File: src/rtl/secs_rtc_pkg.sv
package secs_rtc_pkg;
    localparam int DW  = 32;
    localparam int AW  = 12;
    localparam int WIW = AW - 2;

    localparam logic [WIW-1:0] W_SECS    = 10'h000;
    localparam logic [WIW-1:0] W_MATCH   = 10'h001;
    localparam logic [WIW-1:0] W_LOAD    = 10'h002;
    localparam logic [WIW-1:0] W_CTRL    = 10'h003;
    localparam logic [WIW-1:0] W_ENA     = 10'h004;
    localparam logic [WIW-1:0] W_RAW     = 10'h005;
    localparam logic [WIW-1:0] W_MSKD    = 10'h006;
    localparam logic [WIW-1:0] W_CLR     = 10'h007;
    localparam logic [WIW-1:0] W_ID_BASE = 10'h3F8;

    typedef struct packed {
        logic           rd;
        logic           wr;
        logic [WIW-1:0] widx;
        logic [DW-1:0]  wdata;
    } bus_req_t;

    function automatic logic [7:0] id_byte(input logic [2:0] i);
        case (i)
            3'd0:    return 8'h31;
            3'd1:    return 8'h10;
            3'd2:    return 8'h14;
            3'd3:    return 8'h00;
            3'd4:    return 8'h0D;
            3'd5:    return 8'hF0;
            3'd6:    return 8'h05;
            default: return 8'hB1;
        endcase
    endfunction

    function automatic logic in_id(input logic [WIW-1:0] w);
        return w >= W_ID_BASE;
    endfunction

    function automatic logic wr_allowed(input logic [WIW-1:0] w);
        return (w == W_MATCH) || (w == W_LOAD) || (w == W_CTRL) ||
               (w == W_ENA) || (w == W_CLR);
    endfunction
endpackage

File: src/rtl/secs_rtc_prescale.sv
module secs_rtc_prescale #(
    parameter int TICKS_PER_SEC = 125_000_000
) (
    input  logic clk,
    input  logic rst,
    input  logic restart,
    output logic tick
);
    localparam int CW = (TICKS_PER_SEC > 1) ? $clog2(TICKS_PER_SEC) : 1;
    localparam logic [CW-1:0] LAST = CW'(TICKS_PER_SEC - 1);

    logic [CW-1:0] cnt_q;

    assign tick = (cnt_q == LAST) && !restart;

    always_ff @(posedge clk) begin
        if (rst || restart || cnt_q == LAST) cnt_q <= '0;
        else                                 cnt_q <= cnt_q + 1'b1;
    end

    a_r1_phase_reset: assert property (@(posedge clk) disable iff (rst)
        restart |=> cnt_q == '0);

    generate
        if (TICKS_PER_SEC > 1) begin : g_spacing
            a_r2_tick_spacing: assert property (@(posedge clk) disable iff (rst)
                tick |=> !tick);
        end
    endgenerate
endmodule

File: src/rtl/secs_rtc_counter.sv
module secs_rtc_counter
    import secs_rtc_pkg::*;
(
    input  logic          clk,
    input  logic          rst,
    input  logic          tick,
    input  logic          load_en,
    input  logic [DW-1:0] load_val,
    input  logic [DW-1:0] match_val,
    output logic [DW-1:0] secs_o,
    output logic          hit_o
);
    logic [DW-1:0] secs_q;
    logic [DW-1:0] secs_nxt;

    assign secs_nxt = secs_q + DW'(1);
    assign secs_o   = secs_q;
    assign hit_o    = tick && !load_en && (secs_nxt == match_val);

    always_ff @(posedge clk) begin
        if (rst)          secs_q <= '0;
        else if (load_en) secs_q <= load_val;
        else if (tick)    secs_q <= secs_nxt;
    end

    a_r2_step: assert property (@(posedge clk) disable iff (rst)
        (tick && !load_en) |=> secs_q == $past(secs_q) + DW'(1));
    a_r1_load: assert property (@(posedge clk) disable iff (rst)
        load_en |=> secs_q == $past(load_val));
    a_r2_hold: assert property (@(posedge clk) disable iff (rst)
        (!tick && !load_en) |=> $stable(secs_q));
endmodule

File: src/rtl/secs_rtc_regs.sv
module secs_rtc_regs
    import secs_rtc_pkg::*;
(
    input  logic          clk,
    input  logic          rst,
    input  bus_req_t      req,
    input  logic [DW-1:0] secs_i,
    input  logic          hit_i,
    output logic [DW-1:0] rdata_o,
    output logic          err_o,
    output logic          load_en_o,
    output logic [DW-1:0] load_val_o,
    output logic [DW-1:0] match_o,
    output logic          irq_o
);
    logic [DW-1:0] match_q;
    logic [DW-1:0] load_q;
    logic          ena_q;
    logic          raw_q;
    logic          clr_wr;

    assign clr_wr     = req.wr && (req.widx == W_CLR);
    assign load_en_o  = req.wr && (req.widx == W_LOAD);
    assign load_val_o = req.wdata;
    assign match_o    = match_q;
    assign err_o      = req.wr && !wr_allowed(req.widx);
    assign irq_o      = raw_q & ena_q;

    always_ff @(posedge clk) begin
        if (rst) begin
            match_q <= '0;
            load_q  <= '0;
            ena_q   <= 1'b0;
            raw_q   <= 1'b0;
        end else begin
            if (req.wr && req.widx == W_MATCH) match_q <= req.wdata;
            if (load_en_o)                     load_q  <= req.wdata;
            if (req.wr && req.widx == W_ENA)   ena_q   <= req.wdata[0];
            if (hit_i)       raw_q <= 1'b1;
            else if (clr_wr) raw_q <= 1'b0;
        end
    end

    always_comb begin
        rdata_o = '0;
        if (req.rd) begin
            if (in_id(req.widx)) begin
                rdata_o = {{(DW-8){1'b0}}, id_byte(req.widx[2:0])};
            end else begin
                case (req.widx)
                    W_SECS:  rdata_o = secs_i;
                    W_MATCH: rdata_o = match_q;
                    W_LOAD:  rdata_o = load_q;
                    W_CTRL:  rdata_o = DW'(1);
                    W_ENA:   rdata_o = {{(DW-1){1'b0}}, ena_q};
                    W_RAW:   rdata_o = {{(DW-1){1'b0}}, raw_q};
                    W_MSKD:  rdata_o = {{(DW-1){1'b0}}, raw_q & ena_q};
                    default: rdata_o = '0;
                endcase
            end
        end
    end

    a_r6_set_wins: assert property (@(posedge clk) disable iff (rst)
        hit_i |=> raw_q);
    a_r6_clear: assert property (@(posedge clk) disable iff (rst)
        (clr_wr && !hit_i) |=> !raw_q);
    a_r5_raw_source: assert property (@(posedge clk) disable iff (rst)
        $rose(raw_q) |-> $past(hit_i));
    a_r4_ena_high_zero: assert property (@(posedge clk) disable iff (rst)
        (req.rd && req.widx == W_ENA) |-> rdata_o[DW-1:1] == '0);
    a_r7_ctrl_one: assert property (@(posedge clk) disable iff (rst)
        (req.rd && req.widx == W_CTRL) |-> rdata_o == DW'(1));
    a_r8_id_write_err: assert property (@(posedge clk) disable iff (rst)
        (req.wr && in_id(req.widx)) |-> err_o);
    a_r9_err_no_effect: assert property (@(posedge clk) disable iff (rst)
        err_o |=> $stable(match_q) && $stable(load_q) && $stable(ena_q));
endmodule

File: src/rtl/secs_rtc_top.sv
module secs_rtc_top
    import secs_rtc_pkg::*;
#(
    parameter int TICKS_PER_SEC = 125_000_000
) (
    input  logic          clk,
    input  logic          rst,
    input  logic          psel,
    input  logic          penable,
    input  logic          pwrite,
    input  logic [AW-1:0] paddr,
    input  logic [DW-1:0] pwdata,
    output logic [DW-1:0] prdata,
    output logic          pready,
    output logic          pslverr,
    output logic          irq_o
);
    bus_req_t      req;
    logic          tick;
    logic          load_en;
    logic [DW-1:0] load_val;
    logic [DW-1:0] match_val;
    logic [DW-1:0] secs;
    logic          hit;

    always_comb begin
        req.rd    = psel && penable && !pwrite;
        req.wr    = psel && penable && pwrite;
        req.widx  = paddr[AW-1:2];
        req.wdata = pwdata;
    end

    assign pready = 1'b1;

    secs_rtc_prescale #(.TICKS_PER_SEC(TICKS_PER_SEC)) u_presc (
        .clk(clk), .rst(rst), .restart(load_en), .tick(tick)
    );

    secs_rtc_counter u_cnt (
        .clk(clk), .rst(rst), .tick(tick), .load_en(load_en),
        .load_val(load_val), .match_val(match_val),
        .secs_o(secs), .hit_o(hit)
    );

    secs_rtc_regs u_regs (
        .clk(clk), .rst(rst), .req(req), .secs_i(secs), .hit_i(hit),
        .rdata_o(prdata), .err_o(pslverr), .load_en_o(load_en),
        .load_val_o(load_val), .match_o(match_val), .irq_o(irq_o)
    );

    a_r10_irq_reset: assert property (@(posedge clk)
        rst |=> !irq_o);
endmodule

File: config.mk
export PLATFORM = sky130hd
export DESIGN_NAME = secs_rtc_top
export DESIGN_NICKNAME = d
export VERILOG_FILES = /design/src/rtl/secs_rtc_pkg.sv /design/src/rtl/secs_rtc_prescale.sv /design/src/rtl/secs_rtc_counter.sv /design/src/rtl/secs_rtc_regs.sv /design/src/rtl/secs_rtc_top.sv
export SDC_FILE = /design/constraint.sdc
export NUM_CORES = 1
export LEC_CHECK = 0
export BUFFER_PORTS_ARGS = -buffer_cell sky130_fd_sc_hd__clkbuf_2
export CAP_MARGIN = 20
export CORE_ASPECT_RATIO = 1.75
export CORE_MARGIN = 2
export CORE_UTILIZATION = 30
export DETAILED_ROUTE_END_ITERATION = 16
export GPL_TIMING_DRIVEN = 0
export HOLD_SLACK_MARGIN = 0.06
export PLACE_DENSITY = 0.5
export SYNTH_ARGS = -nofsm -noshare
export SYNTH_HDL_FRONTEND = slang
export SYNTH_SLANG_ARGS = --single-unit
File: constraint.sdc
create_clock -name clk -period 2.9 [get_ports clk]
set_input_delay 0.725 -clock clk [delete_from_list [all_inputs] [get_ports clk]]
set_output_delay 0.725 -clock clk [all_outputs]
set_load 0.01 [all_outputs]
==> results_dict.tcl <==
set metrics [dict create \
    outcome "finished with violations" \
    violations "negative setup slack" \
    ys_warn_count 0 \
    drive_above_1_share 0.2073 \
    synth-edff-count 0 \
    worst_slack_ps -127.9 \
    insertion_delay_ps 430 \
    port_buffers 78 \
    drt_iter0_drc 451 \
    report.final.slew_viol_count 0 \
    synth_cell_types 57 \
    leakage_nw 3.273 \
    core_region_area_um2 23430 \
    hold_end "u_regs.load_q[25]$_SDFFE_PP0P_" \
    vias 7310 \
    synthCells 975 \
    die_w_um 120.9 \
    num-fill-cells 2522 \
    die_area_um2 25220 \
    tightest_slew_ps 887.8 \
    drc 0 \
    critPathArrivalTime_ps 2300 \
    track_usage 0.2119 \
    startpoint_type "input pin" \
    n_antenna_cell 0 \
    p_total_mw 3.921 \
    core.rowCount 74 \
    finalNetCount 1140 \
    ys_top_cells_by_area "dfxtp_1, nand2_1, a21oi_1" \
    place_hpwl_mm 20.03 \
    fin_util 0.3941 \
    start_util 0.3063 \
    grt_first_pass_wirelength_mm 40.39 \
    relSlewSlack 0.4027 \
    gr-total-overflow 0 \
    grt_pass1_vias 7397 \
    register_area_um2 2505 \
    grt_max_degree 17 \
    syn_to_final_growth_pct 28.65 \
    rr_worst_depth 8 \
    cts_made_buffers 17 \
    finalWirelength_mm 26.72 \
    wl_per_cell_um 19.03 \
    yosysSeqAreaShare 0.3487 \
    ir_drop_mv 0.3412 \
    syn_avg_cell_area_um2 7.360 \
    grtUsageMet2 0.4047 \
    pin_count 84 \
    gp_congestion 0.8812 \
    cts-root-buf "clkbuf_16" \
    drt-vias-per-instance 5.207 \
    r2r_slack_ps 110 \
    busiest_layer "met2" \
    cellPowerDensity_nw_per_um2 424.7 \
    clk_path_buf_depth 2 \
    h-tree-depth 4 \
    clkTransAtPathRegs_ps 50 \
    max_cap_viol_count 0 \
    antenna_left 0 \
    synth-async-reset-ratio 0 \
    layout_common_cells "nand2_1, dfxtp_1, a21oi_1" \
    hold_path_class "reg2reg" \
    layout_commonest_cell "nand2_1" \
    die_h_um 208.6 \
    synth_top_area_frac 0.3487 \
    min_from "u_regs.load_q[25]$_SDFFE_PP0P_" \
    min_delay_path_depth 2 \
    multi_input_area_um2 4676 \
    synth_nets 1026 \
    path_class "in2out" \
    crit_required_ps 2170 \
    cp-end-kind "output pin" \
    rsz0062_at_grt "true" \
    reg2reg_from "u_cnt.secs_o[2]$_SDFFE_PP0P_" \
    fmax_ghz 0.3303 \
    cp_max_fo 7 \
    cts_tree "done" \
    setup_viol 29 \
    cts.sinks 125 \
    antenna_found_initial 0 \
    synthesis.area_um2 7176 \
    fin_crit_ps 3028 \
    grtUsageMet3 0.03657 \
    fin_crit_sh 1.044 \
    firstDrtPassIters 5 \
    use_met1 0.2079 \
    place_area_um2 7953 \
    hold_viol 0 \
    synth_ff_type "dfxtp_1" \
    skew_ps 9.502 \
    cts_hold_buf 0 \
    r2r_end "u_regs.raw_q$_SDFFE_PP0P_" \
    yosys.area.top_type "dfxtp_1" \
    postLayoutCellArea_um2 9231 \
    ys_ff_latch 125 \
]
==> through the flow <==
stage | setup TNS, ps | worst slack [ps] | hold slack, ps | instances
2_1_floorplan | 0 | 10.23 | 429.7 | 975
3_3_place_gp | -108800 | -1076 | 441.3 | 1357
3_5_place_dp | -75950 | -992.0 | 446.3 | 1357
4_1_cts | -2883 | -128.4 | 453.8 | 1398
5_1_grt | -4028 | -176.2 | 476.6 | 1404
6_report | -2019 | -127.9 | 454.1 | 1404
==> final cells by class <==
type | instances | area share
inverter | 8 | 0.003660
buffer | 66 | 0.04283
clock buffer | 22 | 0.05137
timing repair buffer | 102 | 0.07577
tap | 304 | 0.04120
multi-input combinational | 769 | 0.5065
clock inverter | 8 | 0.007319
sequential | 125 | 0.2713
==> sequential cells by signal, indices dropped and copies added (netlist names) <==
| signal | cells |
|---|---|
| u_regs.raw_q | 1 |
| u_presc.cnt_q | 27 |
| u_regs.load_q | 32 |
| u_regs.match_o | 32 |
| u_regs.ena_q | 1 |
| u_cnt.secs_o | 32 |
==> logic make-up (layout without fill, tap and decap cells) <==
group | Yosys count | in the layout | share of synthesized area
AND/OR/NAND/NOR | 461 | 461 | 0.2950
AO/OA/AOI/OAI | 171 | 171 | 0.1372
flip-flops | 125 | 125 | 0.3487
XOR/XNOR | 102 | 102 | 0.1245
buffers and inverters | 81 | 206 | 0.04516
multiplexers | 32 | 32 | 0.04534
adder cells (fa/ha/maj) | 2 | 2 | 0.003487
other | 1 | 1 | 0.0005226
==> layer usage <==
metal,part of all wire,wire [um],up-vias
met4,0.048,1271,0
li1,-,-,3556
met2,0.56,14910,189
met5,0,0,-
met1,0.36,9550,3491
met3,0.037,988,74
==> worst max path at each step <==
stage,startpoint,to
2_1_floorplan,paddr[8],prdata[5]
3_3_place_gp,paddr[8],u_presc.cnt_q[16]$_SDFF_PP0_
3_5_place_dp,paddr[2],prdata[20]
4_1_cts,paddr[11],prdata[19]
5_1_grt,paddr[8],prdata[17]
6_report,paddr[8],prdata[17]
==> power by group <==
group	switching, mW	internal [mW]	leakage, nW
sequential	0.00334	1.72	1.01
combinational	0.131	0.0650	1.99
clock	0.776	1.22	0.271
==> what timing repair did <==
action	CTS	global route
resized for setup	79	108
pin swaps	14	27
buffers inserted	12	10
gates cloned	1	1
setup endpoints to repair	100	117
==> synthesized netlist by cell type (3+ instances only) <==
master and count:
nand2_1 198, a31oi_1 5, nand3_1 35, buf_1 6, or4_1 3, mux2i_1 28, and2_1 3, nand2b_1 4
nand4b_1 3, a22oi_1 5, and4_1 5, mux2_2 4, nor3_1 16, a211oi_1 18, o21ai_0 11, a21oi_1 116
nor4_1 16, inv_1 8, buf_2 10, xor2_1 39, nand4_1 21, nor2_1 123, and3_1 11, or2_2 3
clkbuf_1 55, xnor2_1 63, nor4bb_1 3, dfxtp_1 125
==> worst max-delay path, cell delays in order <==
cell and delay, ps:
buf_8 100, nor4_4 270, nand2_2 100, buf_8 160, or3_4 490, clkbuf_16 220, nor2_4 120, buf_6 110
Note: power is estimated with default switching activity, not from simulation.
